==> src/rtl/bus_recover_pkg.sv <==
package bus_recover_pkg;

    typedef enum logic [2:0] {
        ST_IDLE,
        ST_CLK_LOW,
        ST_CLK_HIGH,
        ST_START_HOLD,
        ST_STOP_LOW,
        ST_STOP_SETUP,
        ST_FINISH,
        ST_GIVE_UP
    } rec_state_t;

endpackage

==> src/rtl/brs_phase_timer.sv <==
module brs_phase_timer #(
    parameter int CNT_W = 16
) (
    input  logic             clk,
    input  logic             rst_n,
    input  logic             load,
    input  logic [CNT_W-1:0] load_val,
    output logic             expired
);

    logic [CNT_W-1:0] remain_q;

    always_ff @(posedge clk or negedge rst_n) begin
        if (!rst_n) begin
            remain_q <= '0;
        end else if (load) begin
            remain_q <= load_val;
        end else if (remain_q != '0) begin
            remain_q <= remain_q - 1'b1;
        end
    end

    assign expired = (remain_q == '0);

endmodule

==> src/rtl/brs_clock_counter.sv <==
module brs_clock_counter #(
    parameter int LIMIT = 9,
    localparam int CW   = $clog2(LIMIT + 1)
) (
    input  logic clk,
    input  logic rst_n,
    input  logic clear,
    input  logic bump,
    output logic at_limit
);

    logic [CW-1:0] count_q;

    always_ff @(posedge clk or negedge rst_n) begin
        if (!rst_n) begin
            count_q <= '0;
        end else if (clear) begin
            count_q <= '0;
        end else if (bump && (count_q != CW'(LIMIT))) begin
            count_q <= count_q + 1'b1;
        end
    end

    assign at_limit = (count_q == CW'(LIMIT));

endmodule

==> src/rtl/bus_recover_seq.sv <==
module bus_recover_seq
    import bus_recover_pkg::*;
#(
    parameter int CNT_W      = 16,
    parameter int NUM_CLOCKS = 9
) (
    input  logic             clk,
    input  logic             rst_n,
    input  logic             req,
    input  logic [CNT_W-1:0] lo_cycles,
    input  logic [CNT_W-1:0] hi_cycles,
    input  logic             sda_in,
    output logic             scl_pull,
    output logic             sda_pull,
    output logic             busy,
    output logic             done,
    output logic             failed
);

    rec_state_t       state_q, state_d;
    logic             fail_q;
    logic             tmr_load;
    logic [CNT_W-1:0] tmr_val;
    logic             tmr_exp;
    logic             cnt_clear, cnt_bump, cnt_last;
    logic [CNT_W-1:0] lo_reload, hi_reload;

    // A half-period of N cycles loads N-1; zero is treated as one cycle
    assign lo_reload = (lo_cycles == '0) ? '0 : lo_cycles - 1'b1;
    assign hi_reload = (hi_cycles == '0) ? '0 : hi_cycles - 1'b1;

    brs_phase_timer #(.CNT_W(CNT_W)) u_timer (
        .clk      (clk),
        .rst_n    (rst_n),
        .load     (tmr_load),
        .load_val (tmr_val),
        .expired  (tmr_exp)
    );

    brs_clock_counter #(.LIMIT(NUM_CLOCKS)) u_clocks (
        .clk      (clk),
        .rst_n    (rst_n),
        .clear    (cnt_clear),
        .bump     (cnt_bump),
        .at_limit (cnt_last)
    );

    // Next-state and sequencing controls
    always_comb begin
        state_d   = state_q;
        tmr_load  = 1'b0;
        tmr_val   = lo_reload;
        cnt_clear = 1'b0;
        cnt_bump  = 1'b0;
        unique case (state_q)
            ST_IDLE: begin
                if (req) begin
                    state_d   = ST_CLK_LOW;
                    tmr_load  = 1'b1;
                    tmr_val   = lo_reload;
                    cnt_clear = 1'b1;
                end
            end
            ST_CLK_LOW: begin
                if (tmr_exp) begin
                    state_d  = ST_CLK_HIGH;
                    tmr_load = 1'b1;
                    tmr_val  = hi_reload;
                    cnt_bump = 1'b1;
                end
            end
            ST_CLK_HIGH: begin
                if (tmr_exp) begin
                    if (sda_in) begin
                        state_d  = ST_START_HOLD;
                        tmr_load = 1'b1;
                        tmr_val  = hi_reload;
                    end else if (cnt_last) begin
                        state_d = ST_GIVE_UP;
                    end else begin
                        state_d  = ST_CLK_LOW;
                        tmr_load = 1'b1;
                        tmr_val  = lo_reload;
                    end
                end
            end
            ST_START_HOLD: begin
                if (tmr_exp) begin
                    state_d  = ST_STOP_LOW;
                    tmr_load = 1'b1;
                    tmr_val  = lo_reload;
                end
            end
            ST_STOP_LOW: begin
                if (tmr_exp) begin
                    state_d  = ST_STOP_SETUP;
                    tmr_load = 1'b1;
                    tmr_val  = hi_reload;
                end
            end
            ST_STOP_SETUP: begin
                if (tmr_exp) begin
                    state_d = ST_FINISH;
                end
            end
            ST_FINISH:  state_d = ST_IDLE;
            ST_GIVE_UP: state_d = ST_IDLE;
            default:    state_d = ST_IDLE;
        endcase
    end

    // State register and sticky failure flag
    always_ff @(posedge clk or negedge rst_n) begin
        if (!rst_n) begin
            state_q <= ST_IDLE;
            fail_q  <= 1'b0;
        end else begin
            state_q <= state_d;
            if (state_q == ST_IDLE && req) begin
                fail_q <= 1'b0;
            end else if (state_q == ST_CLK_HIGH && state_d == ST_GIVE_UP) begin
                fail_q <= 1'b1;
            end
        end
    end

    // Outputs decoded from the current state
    always_comb begin
        scl_pull = 1'b0;
        sda_pull = 1'b0;
        busy     = 1'b1;
        done     = 1'b0;
        unique case (state_q)
            ST_IDLE:       busy = 1'b0;
            ST_CLK_LOW:    scl_pull = 1'b1;
            ST_CLK_HIGH:   ;
            ST_START_HOLD: sda_pull = 1'b1;
            ST_STOP_LOW: begin
                scl_pull = 1'b1;
                sda_pull = 1'b1;
            end
            ST_STOP_SETUP: sda_pull = 1'b1;
            ST_FINISH:     done = 1'b1;
            ST_GIVE_UP:    done = 1'b1;
            default:       busy = 1'b0;
        endcase
    end

    assign failed = fail_q;

endmodule

==> config.mk <==
export PLATFORM = sky130hd
export DESIGN_NAME = bus_recover_seq
export DESIGN_NICKNAME = d
export VERILOG_FILES = /design/src/rtl/bus_recover_pkg.sv /design/src/rtl/brs_phase_timer.sv /design/src/rtl/brs_clock_counter.sv /design/src/rtl/bus_recover_seq.sv
export SDC_FILE = /design/constraint.sdc
export NUM_CORES = 1
export LEC_CHECK = 0
export BUFFER_PORTS_ARGS = -buffer_cell sky130_fd_sc_hd__clkbuf_2
export CAP_MARGIN = 10
export CORE_MARGIN = 8
export CORE_UTILIZATION = 57
export DETAILED_ROUTE_END_ITERATION = 10
export HOLD_SLACK_MARGIN = 0.02
export PLACE_DENSITY = 0.91
export SLEW_MARGIN = 20
export SYNTH_ARGS = -nofsm -noshare
export SYNTH_HDL_FRONTEND = slang
export SYNTH_SLANG_ARGS = --single-unit
==> constraint.sdc <==
create_clock -name clk -period 2.46 [get_ports clk]
set_input_delay 0.492 -clock clk [delete_from_list [all_inputs] [get_ports clk]]
set_output_delay 0.492 -clock clk [all_outputs]
set_load 0.005 [all_outputs]
==> impl_metrics.py <==
metrics = {
    "die": {
        "fp-row-count": 23,
        "start_util_pct": 59.3,
        "dieArea_um2": 6480,
        "fp.dieH_um": 80.5,
        "core_um2": 4000,
        "die_width_um": 80.5,
        "num_io_pins": 41,
    },
    "timing": {
        "whs_ns": 0.214,
        "slew_headroom_pct": 59.2,
        "clock_skew_ns": 0.00469,
        "setup_tns_ns": 0,
        "setup_viol": 0,
        "rsz0062_at_grt": "false",
        "finalHoldViolCount": 0,
        "fmax_mhz": 424,
        "worst_pin_slew_ns": 0.606,
        "finalCritPeriodShare_pct": 95.9,
        "drv_slew": 0,
        "post-route-min-period_ns": 2.36,
    },
    "final_layout": {
        "antenna_cells": 0,
        "syn2layout_area_growth_pct": 15.5,
        "layout.nets": 368,
        "drive_gt1_share_pct": 31.1,
    },
    "synthesis": {
        "yosysMostFrequentCell": "nor2_1",
        "yosys.area_share.adder_pct": 2.64,
        "synth_top_area_share_pct": 25.3,
        "synth_top_family_by_area": "simple AND/OR/NAND/NOR gates",
        "avgSynthCellArea_um2": 8.50,
        "yosys.area_share.xor_xnor_pct": 14.4,
        "yosysSeqAreaShare_pct": 25.3,
        "ys.flop_type": "dfrtp_1",
        "ys_top_cells_by_count": "32 x nor2_1, 27 x xor2_1, 25 x a21oi_2",
        "muxShareOfSynthArea_pct": 0.844,
        "ys_ff_latch": 24,
        "ys_warn_count": 0,
        "synth_edf_count": 0,
        "synth_area_um2": 2370,
        "async_reset_ff_share_pct": 100,
        "synthSimpleGateAreaFrac_pct": 29.9,
        "synth_compound_area_share_pct": 21.5,
        "syn_inst": 279,
        "syn-num-nets": 320,
        "synth.distinct_cells": 52,
        "yosysTopAreaCell": "dfrtp_1",
        "synth_area_leaders": "dfrtp_1 25%, xor2_1 10%, a21oi_2 9.2%, nor2_1 5.1%, xnor2_1 4.4%",
    },
    "clocking": {
        "clock-root-buffer": "clkbuf_8",
        "cts_setup_buffers": 0,
        "cts_buffers": 3,
        "ctsHoldBuffers": 0,
        "htreeDepth": 1,
        "clk_latency_ns": 0.27,
        "numClockSinks": 24,
        "cts_tree": "done",
        "cts_buffer_depth": 2,
        "clkTransAtPathRegs_ns": 0.08,
    },
    "power_and_ir_drop": {
        "report.power.total_uw": 1310,
        "p_leak_uw": 0.00112,
        "power_density_nw_per_um2": 477,
        "vdd_drop_max_v": 0.000256,
    },
    "detailed_routing": {
        "drc_errors": 0,
        "postRouteAntennaNets": 0,
        "routed_wl_um": 5810,
        "num_vias": 2229,
        "drt-initial-drc-count": 65,
        "wl_per_cell_um": 15.5,
        "drt_pass1_iterations": 5,
        "drt-vias-per-instance": 5.94,
    },
    "hold_path": {
        "holdCritPathClass": "in -> async",
    },
    "global_route": {
        "grt_pass1_vias": 2321,
        "grt_max_degree": 31,
        "overflow": 0,
        "gr-usage-met2_pct": 33.1,
        "grt_use_met1_pct": 19.7,
        "grt_pass1_wl_um": 9790,
        "grt_use_met3_pct": 2.68,
        "antenna_found_initial": 0,
        "gr-max-usage-layer": "met2",
        "grt_usage_pct": 18.4,
    },
    "setup_path": {
        "endpoint_kind": "flip-flop",
        "crit_arrival_ns": 2.51,
        "crit_path_cell_trace": "nor4_1 > and4_1 > buf_4 > buf_4 > o2bb2ai_2 > nor2_1 > a21oi_2 > a21oi_2",
        "crit_type": "reg -> reg",
        "critPathLaunchType": "flip-flop",
        "rrSetupSlack_ns": 0.10,
        "slowest_stage": "nor4_1",
        "cp_max_fo": 17,
        "critPathMaxStageDelay_ns": 0.59,
        "cp.required_ns": 2.62,
    },
    "placement": {
        "port_buffers": 40,
        "gp_congestion": 0.892,
        "place_hpwl_um": 4560,
    },
    "outcome": {
        "outcome": "complete, no violations",
    },
    "run": {
        "max_cap_violations": 0,
    },
}
==> registers in the layout (all words and copies together), names as in the netlist <==
register / count
u_clocks.count_q: 4
failed: 1
u_timer.remain_q: 16
state_q: 3
==> metrics by stage <==
| stage | instances | utilization, % | worst slack, ns | instance area (um2) |
|---|---|---|---|---|
| after global routing | 375 | 68.4 | 0.0201 | 2740 |
| after floorplan | 279 | - | 0.386 | 2370 |
| after global placement | 371 | 66.8 | 0.172 | 2670 |
| after detailed placement | 371 | 66.8 | 0.0369 | 2670 |
| after CTS | 374 | 67.9 | 0.0909 | 2720 |
| final | 375 | 68.4 | 0.101 | 2740 |
==> cells by family after synthesis <==
family                   Yosys count
AO/OA/AOI/OAI                     66
XOR/XNOR                          39
adder cells (fa/ha/maj)            5
buffers and inverters             22
flip-flops                        24
multiplexers                       2
AND/OR/NAND/NOR                  121
==> per-layer routing <==
| metal | up-vias | part of all wire [%] |
|---|---|---|
| li1 | 1091 | - |
| met1 | 1026 | 40 |
| met2 | 90 | 51 |
| met3 | 22 | 5.4 |
| met4 | 0 | 4.2 |
| met5 | - | 0 |
==> report_power, final <==
part / switching (uW) / internal (uW) / total, uW
combinational: 239 / 223 / 462
clock: 123 / 110 / 233
sequential: 117 / 493 / 610
total: 479 / 826 / 1310
==> area by class of cell <==
cell class	count	area (um2)
Inverter	8	30.0
Tap cell	50	62.6
Clock buffer	3	41.3
Timing Repair Buffer	56	333
Sequential cell	24	601
Fill cell	311	1260
Multi-Input combinational cell	234	1670
==> critical path, delay by kind of cell, from the launching register on <==
family | cells | cell delay (ns)
simple gates | 3 | 1.01
compound gates | 3 | 0.43
flops | 1 | 0.44
buf+inv | 2 | 0.35
==> cell usage in the layout, fill, tap and decap left out, drive strengths merged, types with 2 or more instances in the layout <==
cell	n
or4	3
xnor2	12
nand2	22
nor2	33
o21ai	9
buf	16
a21oi	43
inv	8
o2bb2ai	7
or3	4
mux2i	2
nor4	11
nor3	16
clkbuf	43
nor3b	3
nand2b	2
ha	5
nand4bb	2
xor2	27
nand3b	4
nand3	5
and2	2
nor2b	5
dfrtp	24
nand4	3
==> path summary, 6_finish.rpt <==
path / start / to / cells past startpoint
setup / recovery: u_timer.remain_q[8]$_DFFE_PN0P_ / u_timer.remain_q[8]$_DFFE_PN0P_ / 8
hold / removal: rst_n / state_q[2]$_DFF_PN0_ / 1
setup reg to reg: u_timer.remain_q[8]$_DFFE_PN0P_ / u_timer.remain_q[8]$_DFFE_PN0P_ / 8
hold reg to reg: failed$_DFFE_PN0P_ / failed$_DFFE_PN0P_ / 2
max in group asynchronous: rst_n / u_timer.remain_q[9]$_DFFE_PN0P_ / 1
min in group clk: req / failed$_DFFE_PN0P_ / 2
==> timing repair <==
item                       in CTS  in global routing
resized for setup               1                  1
gates cloned                    0                  1
hold endpoints to repair        0                  0
setup endpoints to repair       1                  5
pin swaps                       0                  1
(Power assumes the default switching activity.)
